File: src/rtl/act_pack_pkg.sv
package act_pack_pkg;
  localparam int ACT_W     = 16;
  localparam int NUM_ACT   = 14;
  localparam int FIXED_ACT = 3;
  localparam int PLAIN_ACT = NUM_ACT - FIXED_ACT;
  localparam int IDX_W     = $clog2(NUM_ACT);

  // forward word: code, three bypass flags, parameter
  function automatic logic [ACT_W-1:0] fwd_word(logic [2:0] code, logic [2:0] byp,
                                                logic [9:0] prm);
    return {code, byp, prm};
  endfunction

  // VID word: two spare zero bits, code, VID
  function automatic logic [ACT_W-1:0] vid_word(logic [1:0] code, logic [11:0] vid);
    return {2'b00, code, vid};
  endfunction

  // selector word: drop code over the request flags
  function automatic logic [ACT_W-1:0] sel_word(logic drop, logic [NUM_ACT-1:0] flags);
    return {1'b0, drop, flags};
  endfunction
endpackage

File: src/rtl/act_word_former.sv
module act_word_former
  import act_pack_pkg::*;
(
  input  logic [2:0]                   fwd_code_i,
  input  logic [2:0]                   fwd_bypass_i,
  input  logic [9:0]                   fwd_data_i,
  input  logic [1:0]                   ovid_code_i,
  input  logic [11:0]                  ovid_i,
  input  logic [1:0]                   ivid_code_i,
  input  logic [11:0]                  ivid_i,
  input  logic [PLAIN_ACT*ACT_W-1:0]   plain_data_i,
  output logic [NUM_ACT-1:0][ACT_W-1:0] words_o
);
  assign words_o[0] = fwd_word(fwd_code_i, fwd_bypass_i, fwd_data_i);
  assign words_o[1] = vid_word(ovid_code_i, ovid_i);
  assign words_o[2] = vid_word(ivid_code_i, ivid_i);

  // remaining actions pass their word through unchanged
  for (genvar k = 0; k < PLAIN_ACT; k++) begin : g_plain
    assign words_o[FIXED_ACT+k] = plain_data_i[k*ACT_W +: ACT_W];
  end
endmodule

File: src/rtl/act_scan_ctrl.sv
module act_scan_ctrl
  import act_pack_pkg::*;
#(
  parameter int NUM_SLOT = 4,
  localparam int SLOT_W  = $clog2(NUM_SLOT),
  localparam int CNT_W   = $clog2(NUM_SLOT + 1)
) (
  input  logic              clk,
  input  logic              rst_n,
  input  logic              start_i,
  input  logic [NUM_ACT-1:0] act_sel_i,
  output logic              capture_o,
  output logic              busy_o,
  output logic [IDX_W-1:0]  idx_o,
  output logic              place_o,
  output logic [SLOT_W-1:0] slot_o,
  output logic              done_o,
  output logic              ovf_o
);
  localparam logic [CNT_W-1:0] TOP_SLOT = CNT_W'(NUM_SLOT - 1);
  localparam logic [CNT_W-1:0] FULL_CNT = CNT_W'(NUM_SLOT);
  localparam logic [IDX_W-1:0] LAST_IDX = IDX_W'(NUM_ACT - 1);

  logic               busy_q, done_q, ovf_q;
  logic [IDX_W-1:0]   idx_q;
  logic [CNT_W-1:0]   used_q;
  logic [NUM_ACT-1:0] flags_q;    // precedence order, forward at index 0
  logic [NUM_ACT-1:0] flags_prec;

  // named internal events
  logic cur_req, slots_full, abort_evt, place_evt, last_evt;

  for (genvar p = 0; p < NUM_ACT; p++) begin : g_rev
    assign flags_prec[p] = act_sel_i[NUM_ACT-1-p];
  end

  assign capture_o  = start_i && !busy_q;
  assign cur_req    = busy_q && flags_q[idx_q];
  assign slots_full = (used_q == FULL_CNT);
  assign abort_evt  = cur_req && slots_full;
  assign place_evt  = cur_req && !slots_full;
  assign last_evt   = busy_q && (idx_q == LAST_IDX) && !abort_evt;

  always_ff @(posedge clk or negedge rst_n) begin
    if (!rst_n) begin
      busy_q  <= 1'b0;
      idx_q   <= '0;
      used_q  <= '0;
      flags_q <= '0;
      done_q  <= 1'b0;
      ovf_q   <= 1'b0;
    end else begin
      done_q <= abort_evt || last_evt;
      ovf_q  <= abort_evt;
      if (capture_o) begin
        busy_q  <= 1'b1;
        idx_q   <= '0;
        used_q  <= '0;
        flags_q <= flags_prec;
      end else if (busy_q) begin
        idx_q <= idx_q + IDX_W'(1);
        if (place_evt) used_q <= used_q + CNT_W'(1);
        if (abort_evt || last_evt) busy_q <= 1'b0;
      end
    end
  end

  assign busy_o  = busy_q;
  assign idx_o   = idx_q;
  assign place_o = place_evt;
  assign slot_o  = SLOT_W'(TOP_SLOT - used_q);
  assign done_o  = done_q;
  assign ovf_o   = ovf_q;

  // overflow is only ever reported together with completion
  assert_ovf_with_done_R7: assert property (@(posedge clk) disable iff (!rst_n)
    ovf_q |-> done_q);
  // slot usage never exceeds the slot count
  assert_used_bounded_R7: assert property (@(posedge clk) disable iff (!rst_n)
    used_q <= FULL_CNT);
  // completion is a single-cycle pulse
  assert_done_pulse_R8: assert property (@(posedge clk) disable iff (!rst_n)
    done_q |=> !done_q);
  // a clean finish follows examination of the last action
  assert_clean_end_R8: assert property (@(posedge clk) disable iff (!rst_n)
    (done_q && !ovf_q) |-> ($past(idx_q) == LAST_IDX));
endmodule

File: src/rtl/act_slot_bank.sv
module act_slot_bank
  import act_pack_pkg::*;
#(
  parameter int NUM_SLOT = 4,
  localparam int SLOT_W  = $clog2(NUM_SLOT)
) (
  input  logic                      clk,
  input  logic                      rst_n,
  input  logic                      clear_i,
  input  logic                      wr_i,
  input  logic [SLOT_W-1:0]         wr_slot_i,
  input  logic [ACT_W-1:0]          wr_data_i,
  output logic [NUM_SLOT*ACT_W-1:0] slots_o
);
  for (genvar k = 0; k < NUM_SLOT; k++) begin : g_slot
    logic [ACT_W-1:0] slot_q;
    always_ff @(posedge clk or negedge rst_n) begin
      if (!rst_n)                                    slot_q <= '0;
      else if (clear_i)                              slot_q <= '0;
      else if (wr_i && (wr_slot_i == SLOT_W'(k)))    slot_q <= wr_data_i;
    end
    assign slots_o[k*ACT_W +: ACT_W] = slot_q;
  end
endmodule

File: src/rtl/act_slot_packer.sv
module act_slot_packer
  import act_pack_pkg::*;
#(
  parameter int NUM_SLOT = 4
) (
  input  logic                        clk,
  input  logic                        rst_n,
  input  logic                        start_i,
  input  logic [13:0]                 act_sel_i,
  input  logic                        drop_i,
  input  logic [2:0]                  fwd_code_i,
  input  logic [2:0]                  fwd_bypass_i,
  input  logic [9:0]                  fwd_data_i,
  input  logic [1:0]                  ovid_code_i,
  input  logic [11:0]                 ovid_i,
  input  logic [1:0]                  ivid_code_i,
  input  logic [11:0]                 ivid_i,
  input  logic [175:0]                plain_data_i,
  output logic [NUM_SLOT*16-1:0]      slots_o,
  output logic [15:0]                 sel_word_o,
  output logic                        done_o,
  output logic                        ovf_o
);
  localparam int SLOT_W = $clog2(NUM_SLOT);

  logic [NUM_ACT-1:0][ACT_W-1:0] words_in, words_q;
  logic [ACT_W-1:0]  sel_q;
  logic              capture, busy, place;
  logic [IDX_W-1:0]  idx;
  logic [SLOT_W-1:0] slot;

  act_word_former u_former (
    .fwd_code_i   (fwd_code_i),
    .fwd_bypass_i (fwd_bypass_i),
    .fwd_data_i   (fwd_data_i),
    .ovid_code_i  (ovid_code_i),
    .ovid_i       (ovid_i),
    .ivid_code_i  (ivid_code_i),
    .ivid_i       (ivid_i),
    .plain_data_i (plain_data_i),
    .words_o      (words_in)
  );

  act_scan_ctrl #(.NUM_SLOT(NUM_SLOT)) u_ctrl (
    .clk       (clk),
    .rst_n     (rst_n),
    .start_i   (start_i),
    .act_sel_i (act_sel_i),
    .capture_o (capture),
    .busy_o    (busy),
    .idx_o     (idx),
    .place_o   (place),
    .slot_o    (slot),
    .done_o    (done_o),
    .ovf_o     (ovf_o)
  );

  // hold every action word for the whole scan
  always_ff @(posedge clk or negedge rst_n) begin
    if (!rst_n) begin
      words_q <= '0;
      sel_q   <= '0;
    end else if (capture) begin
      words_q <= words_in;
      sel_q   <= sel_word(drop_i, act_sel_i);
    end
  end

  act_slot_bank #(.NUM_SLOT(NUM_SLOT)) u_bank (
    .clk       (clk),
    .rst_n     (rst_n),
    .clear_i   (capture),
    .wr_i      (place),
    .wr_slot_i (slot),
    .wr_data_i (words_q[idx]),
    .slots_o   (slots_o)
  );

  assign sel_word_o = sel_q;

  // a new scan starts from an all-zero slot array
  assert_clear_on_start_R9: assert property (@(posedge clk) disable iff (!rst_n)
    capture |=> (slots_o == '0));
  // selector word is not re-captured during a scan
  assert_hold_while_busy_R10: assert property (@(posedge clk) disable iff (!rst_n)
    busy |=> $stable(sel_word_o));
endmodule

File: config.mk
export PLATFORM = sky130hd
export DESIGN_NAME = act_slot_packer
export DESIGN_NICKNAME = d
export VERILOG_FILES = /design/src/rtl/act_pack_pkg.sv /design/src/rtl/act_word_former.sv /design/src/rtl/act_scan_ctrl.sv /design/src/rtl/act_slot_bank.sv /design/src/rtl/act_slot_packer.sv
export SDC_FILE = /design/constraint.sdc
export NUM_CORES = 1
export LEC_CHECK = 0
export CORE_AREA = 2 2 232 177
export CTS_BUF_LIST = sky130_fd_sc_hd__clkbuf_4 sky130_fd_sc_hd__clkbuf_8
export CTS_CLUSTER_SIZE = 16
export DETAILED_ROUTE_END_ITERATION = 12
export DIE_AREA = 0 0 234 179
export SLEW_MARGIN = 20
export SYNTH_ARGS = -nofsm -noshare
export SYNTH_HDL_FRONTEND = slang
export SYNTH_SLANG_ARGS = --single-unit
File: constraint.sdc
create_clock -name clk -period 4.4 [get_ports clk]
set_input_delay 1.1 -clock clk [delete_from_list [all_inputs] [get_ports clk]]
set_output_delay 1.1 -clock clk [all_outputs]
set_load 0.01 [all_outputs]
; Word level (Yosys, flattened, before mapping)
; Cells that the tools add are included.
[op_classes]
muxes = 20
addsub = 3
n_eq_ne = 5
reduce_logical = 22
order_cmp = 1
[op_table]
columns = op, count
row1 = $mux 16, 9
row2 = $bmux 16 s4, 1
row3 = $reduce_bool 2->1, 6
row4 = $logic_and 1x1->1, 10
row5 = $mux 3, 3
row6 = $mux 4, 2
row7 = $lt 4x5->1 const B, 1
row8 = $add 4x1->4 const B, 1
row9 = $bmux 1 s4, 1
row10 = $eq 2x2->1 const B, 2
row11 = $eq 4x4->1 const B, 1
row12 = $mux 1, 4
row13 = $add 3x1->3 const B, 1
row14 = $eq 3x3->1 const B, 1
row15 = $logic_not 1->1, 3
row16 = $eq 2x1->1 const B, 1
row17 = $logic_not 2->1, 1
row18 = $reduce_and 2->1, 1
row19 = $sub 2x2->2 const A, 1
row20 = $logic_or 1x1->1, 1
[totals]
input_bits = 238
out_inout_bits = 82
ff_bits = 323
elab_cells = 76

; Depth between registers and ports, before layout
[logic_depth]
word_depth = 10
ltp_mapped = 9
depth_no_buf = 7

; Cells and area by module
; From an unflattened synthesis, not the netlist that was laid out.
[hier_totals]
hier_cells = 1225
hier_area_um2 = 16435.8
[modules_own_cells]
columns = mod, area_per_inst_um2, cells_per_inst, n_inst, seq_area_each_um2
row1 = act_slot_packer, 10677.7, 683, 1, 5980.7
row2 = act_slot_bank, 2904.0, 230, 1, 1601.5
row3 = act_word_former, 1685.4, 225, 1, 0.0
row4 = act_scan_ctrl, 1168.6, 87, 1, 600.6

; Least setup slack after synthesis
; Ideal clock, no wire load.
[synth_path]
path_type = in2reg
from = input start_i
to = register u_bank.g_slot[0].slot_q[10]
stages = 5
setup_time_ns = 0.125
path_slack_ns = 2.025
n_path_buf = 2
arrival_ns = 2.250
cell_sequence = nor2b_1 -> clkbuf_1 -> a211oi_4 -> buf_6 -> mux2_4
[synth_via]
elab_chain_len = 2
word_cells_on_any_way = 3
cone_classes = mux (1) / reduce/logical (2)
[synth_rtl]
columns = item, line_no
row1 = from (decl), act_slot_packer.sv:8  ; input logic start_i,
row2 = $logic_and 1x1->1 *, act_scan_ctrl.sv:37  ; assign capture_o = start_i && !busy_q;
row3 = $mux 16 or $reduce_bool 2->1 (tied branches), --
row4 = to (signal assigned), act_slot_bank.sv:20  ; else if (wr_i && (wr_slot_i == SLOT_W'(k))) slot_q <= wr_data_i;
row5 = to (decl), act_slot_bank.sv:16  ; logic [ACT_W-1:0] slot_q;
; Every way passes the cells marked *; elsewhere a longest branch is shown, timed or not.
; A chain may end at the register's enable or synchronous reset.

; Worst setup path in the final report
[layout_path]
from = register u_ctrl.idx_q[0], in the netlist u_ctrl.idx_o[0]
to = register u_bank.g_slot[1].slot_q[3]
[layout_via]
elab_chain_len = 6
word_cells_on_any_way = 10
cone_classes = mux (6) / reduce/logical (4)
[layout_rtl]
columns = item, line_no
row1 = from (decl), act_scan_ctrl.sv:25  ; logic [IDX_W-1:0] idx_q;
row2 = from (signal assigned), act_scan_ctrl.sv:61  ; idx_q <= idx_q + IDX_W'(1);
row3 = $bmux 1 s4, act_scan_ctrl.sv:38  ; assign cur_req = busy_q && flags_q[idx_q];
row4 = $mux 1 (not written as such), act_scan_ctrl.sv:38
row5 = $logic_and 1x1->1, act_scan_ctrl.sv:38
row6 = $logic_and 1x1->1, act_scan_ctrl.sv:41  ; assign place_evt = cur_req && !slots_full;
row7 = $logic_and 1x1->1, act_slot_bank.sv:20
row8 = $reduce_bool 2->1 (no source line), --
row9 = to (signal assigned), act_slot_bank.sv:20
row10 = to (decl), act_slot_bank.sv:16
; Several ways; a longest one is shown, not always the timed one. The select of a mux whose other input is x is not followed.

==> flow_metrics.tcl <==
set metrics [dict create \
    core_sq_um 40000 \
    synth_cell_type_count 49 \
    ys.warnings.count 0 \
    synth_area_sq_um 13700 \
    drc 0 \
    drtIter0Drc 770 \
    totalWireLength_mm 43.2 \
    ys_seq_elements 309 \
    fin_crit_ns 3.13 \
    ff_latch_area_sq_um 7740 \
    cp-startpoint "u_ctrl.idx_o[0]$_DFFE_PN0P_" \
    fill_cells 3778 \
    dieArea_sq_um 41900 \
    worst_slew_pin_slew_ns 0.977 \
    synthAdderAreaFrac_pct 0.546 \
    place.gp.congestion 0.821 \
    hold_end "words_q[19]$_DFFE_PN0P_" \
    dpl.hpwl_mm 30.2 \
    fin_crit_sh_pct 71.2 \
    gr-usage-met2_pct 31.6 \
    rsz0062_at_grt "no" \
    antenna_found_initial 6 \
    synthMuxAreaShare_pct 15.3 \
    r2r_cells 5 \
    ys_seq_area_share_pct 56.3 \
    critPathRequiredTime_ns 4.86 \
    routed_via_density 4.79 \
    cts_made_buffers 53 \
    setup_viol_count_final 0 \
    grt_max_degree 137 \
    placedCellCount 2158 \
    hold_viol 0 \
    die_w_microns 234 \
    drtAntennaViolNets 0 \
    finalSetupTns_ns 0 \
    cts_hold_buf 0 \
    post-route-cell-area_sq_um 18500 \
    worstHoldStart "words_q[19]$_DFFE_PN0P_" \
    cts_sinks 309 \
    die_h_microns 179 \
    worstHoldPathCells 2 \
    synthArstFlopShare_pct 100 \
    ctsResizeCount 0 \
    path_class "flip-flop to flip-flop" \
    cp_data_arrival_time_ns 3.59 \
    gr-usage-met3_pct 5.84 \
    grt_use_total_pct 20.7 \
    synth_top_family_by_area "simple AND/OR/NAND/NOR gates" \
    grt_pass1_wl_mm 65.4 \
    multi_input_area_sq_um 5600 \
    pin_count 320 \
    syn_nets 1618 \
    insertion_delay_ns 0.60 \
    p_leak_nw 8.91 \
    port_buffers 318 \
    slew_headroom_pct 34.8 \
    status "completed" \
    synth-simple-area-share_pct 21.0 \
    total_power_mw 14.0 \
    postLayoutCoreUtil_pct 46.4 \
    rows 64 \
    synth_xor_area_share_pct 0.0637 \
    grt_pass1_vias 11100 \
    cap_violations 0 \
    max-clock-path-buffers 3 \
    num_vias 10800 \
    synth_cells 1374 \
    cts_setup_buffers 0 \
    cts.clk_slew.worst_paths_ns 0.06 \
    cts.htree.levels 2 \
    initial_core_util_pct 34.4 \
    drive_gt1_share_pct 13.5 \
    slew_viol_final 0 \
    grt.met1_usage_pct 29.0 \
    first_pass_iters 5 \
    irDropWorstVdd_v 0.000301 \
    cp_max_fo 45 \
    wl_per_cell_microns 19.2 \
    grt_overflow 0 \
    critPathCaptureType "flip-flop" \
    power_density_nw_per_um2 754 \
    fmax_mhz 319 \
    placed_cell_area_sq_um 17400 \
    skew_ns 0.0287 \
    ys.flop_type "dfrtp_1" \
    r2r_end "u_bank.g_slot[1].slot_q[3]$_DFFE_PN0P_" \
    synth_compound_area_share_pct 3.68 \
    cts_tree "done" \
    start_kind "flip-flop" \
    busiest_layer "met2" \
    syn_to_final_growth_pct 34.9 \
    synth_edf_count 0 \
    avgSynthCellArea_sq_um 10.0 \
    instances_no_fill 2252 \
    rr_startpoint "u_ctrl.idx_o[0]$_DFFE_PN0P_" \
    nNetsFinal 1929 \
    hp-class "flip-flop to flip-flop" \
    cts-root-buf "clkbuf_8" \
    r2r_slack_ns 1.27 \
]
cell type report:
type                       instances  share of cell area [%]
sequential                       309                    41.8
multi-input combinational        974                    30.2
timing repair buffer             337                    18.4
clock buffer                      87                    5.68
tap                              528                    3.56
inverter                          10                   0.203
clock inverter                     5                   0.162
antenna                            2                  0.0270
layer usage:
| metal | vias to the layer above | share of wire, % |
|---|---|---|
| met5 | - | 0.13 |
| li1 | 5088 | - |
| met4 | 8 | 2.3 |
| met1 | 5254 | 45 |
| met2 | 367 | 45 |
| met3 | 73 | 8.0 |
flip-flops by register name, indices dropped and copies added (netlist names):
signal,count
u_ctrl.ovf_o,1
u_ctrl.done_o,1
sel_word_o,2
u_ctrl.busy_o,1
u_ctrl.used_q,3
u_ctrl.flags_q,13
words_q,220
u_ctrl.idx_o,4
u_bank.g_slot.slot_q,64
cells in the final DEF, fill, tap and decap left out, types with 6 or more instances in the layout:
cell | netlist | layout
a21oi_1 | 18 | 18
a311oi_1 | 7 | 7
buf_12 | 0 | 6
buf_4 | 4 | 13
clkbuf_4 | 0 | 23
clkbuf_8 | 0 | 64
clkdlybuf4s50_1 | 0 | 317
dfrtp_1 | 309 | 307
ha_1 | 6 | 6
inv_1 | 8 | 8
mux2_1 | 6 | 6
mux2_2 | 48 | 48
mux2_4 | 10 | 10
mux2i_1 | 31 | 31
mux4_2 | 46 | 46
nand2_1 | 727 | 726
nor2_1 | 17 | 17
o21ai_0 | 12 | 12
o22ai_1 | 10 | 10
cells by family (layout without fill, tap and decap cells):
logic type,count (synthesis),in the layout
and+or+nand+nor,759,759
DFF,309,309
muxes,141,141
buffers and inverters,91,439
AOI/OAI and AO/OA,66,66
adders and majority gates,6,6
other,1,3
xor gates and xnor gates,1,1
metrics by stage:
| stage | hold WS (ns) | worst slack, ns |
|---|---|---|
| final | 0.469 | 1.27 |
| after global routing | 0.487 | 1.05 |
| after CTS | 0.473 | 1.18 |
| after detailed placement | 0.460 | 1.07 |
| after global placement | 0.452 | 1.11 |
| after floorplan | 0.440 | 2.03 |
cell usage after synthesis (3+ instances only):
cell	instances	area (sq um)
mux4_2	46	1040
nor2_1	17	63.8
nand3_1	3	15.0
nand2_1	727	2730
dfrtp_1	309	7730
a21oi_1	18	90.1
buf_1	5	18.8
inv_1	8	30.0
buf_2	6	30.0
mux2_2	48	541
mux2_1	6	67.6
ha_1	6	75.1
buf_4	4	30.0
a311oi_1	7	61.3
o22ai_1	10	62.6
mux2_4	10	150
clkbuf_1	58	218
o21ai_0	12	60.1
and2_1	3	18.8
mux2i_1	31	310
buf_6	8	90.1
where the power goes:
part           leakage, nW  internal [mW]  total [mW]  switching [mW]
logic                 4.47           2.90        6.06            3.17
registers             3.86           4.27        5.25           0.981
clock network        0.578           1.50        2.67            1.17
critical path: stages (launching register included):
cell and delay [ns]:
dfrtp_4 1.01, mux2i_1 0.22, a311oi_2 0.42, nand3_2 0.24
o221ai_4 0.68, mux2_2 0.41
worst max path at each step:
stage	to	slack, ns
floorplan	u_bank.g_slot[0].slot_q[10]$_DFFE_PN0P_	2.03
global placement	words_q[32]$_DFFE_PN0P_	1.11
detailed placement	words_q[7]$_DFFE_PN0P_	1.07
CTS	u_bank.g_slot[1].slot_q[3]$_DFFE_PN0P_	1.18
global route	u_bank.g_slot[1].slot_q[0]$_DFFE_PN0P_	1.05
finish	u_bank.g_slot[1].slot_q[3]$_DFFE_PN0P_	1.27
No activity file was read; power rests on OpenSTA's default activity.
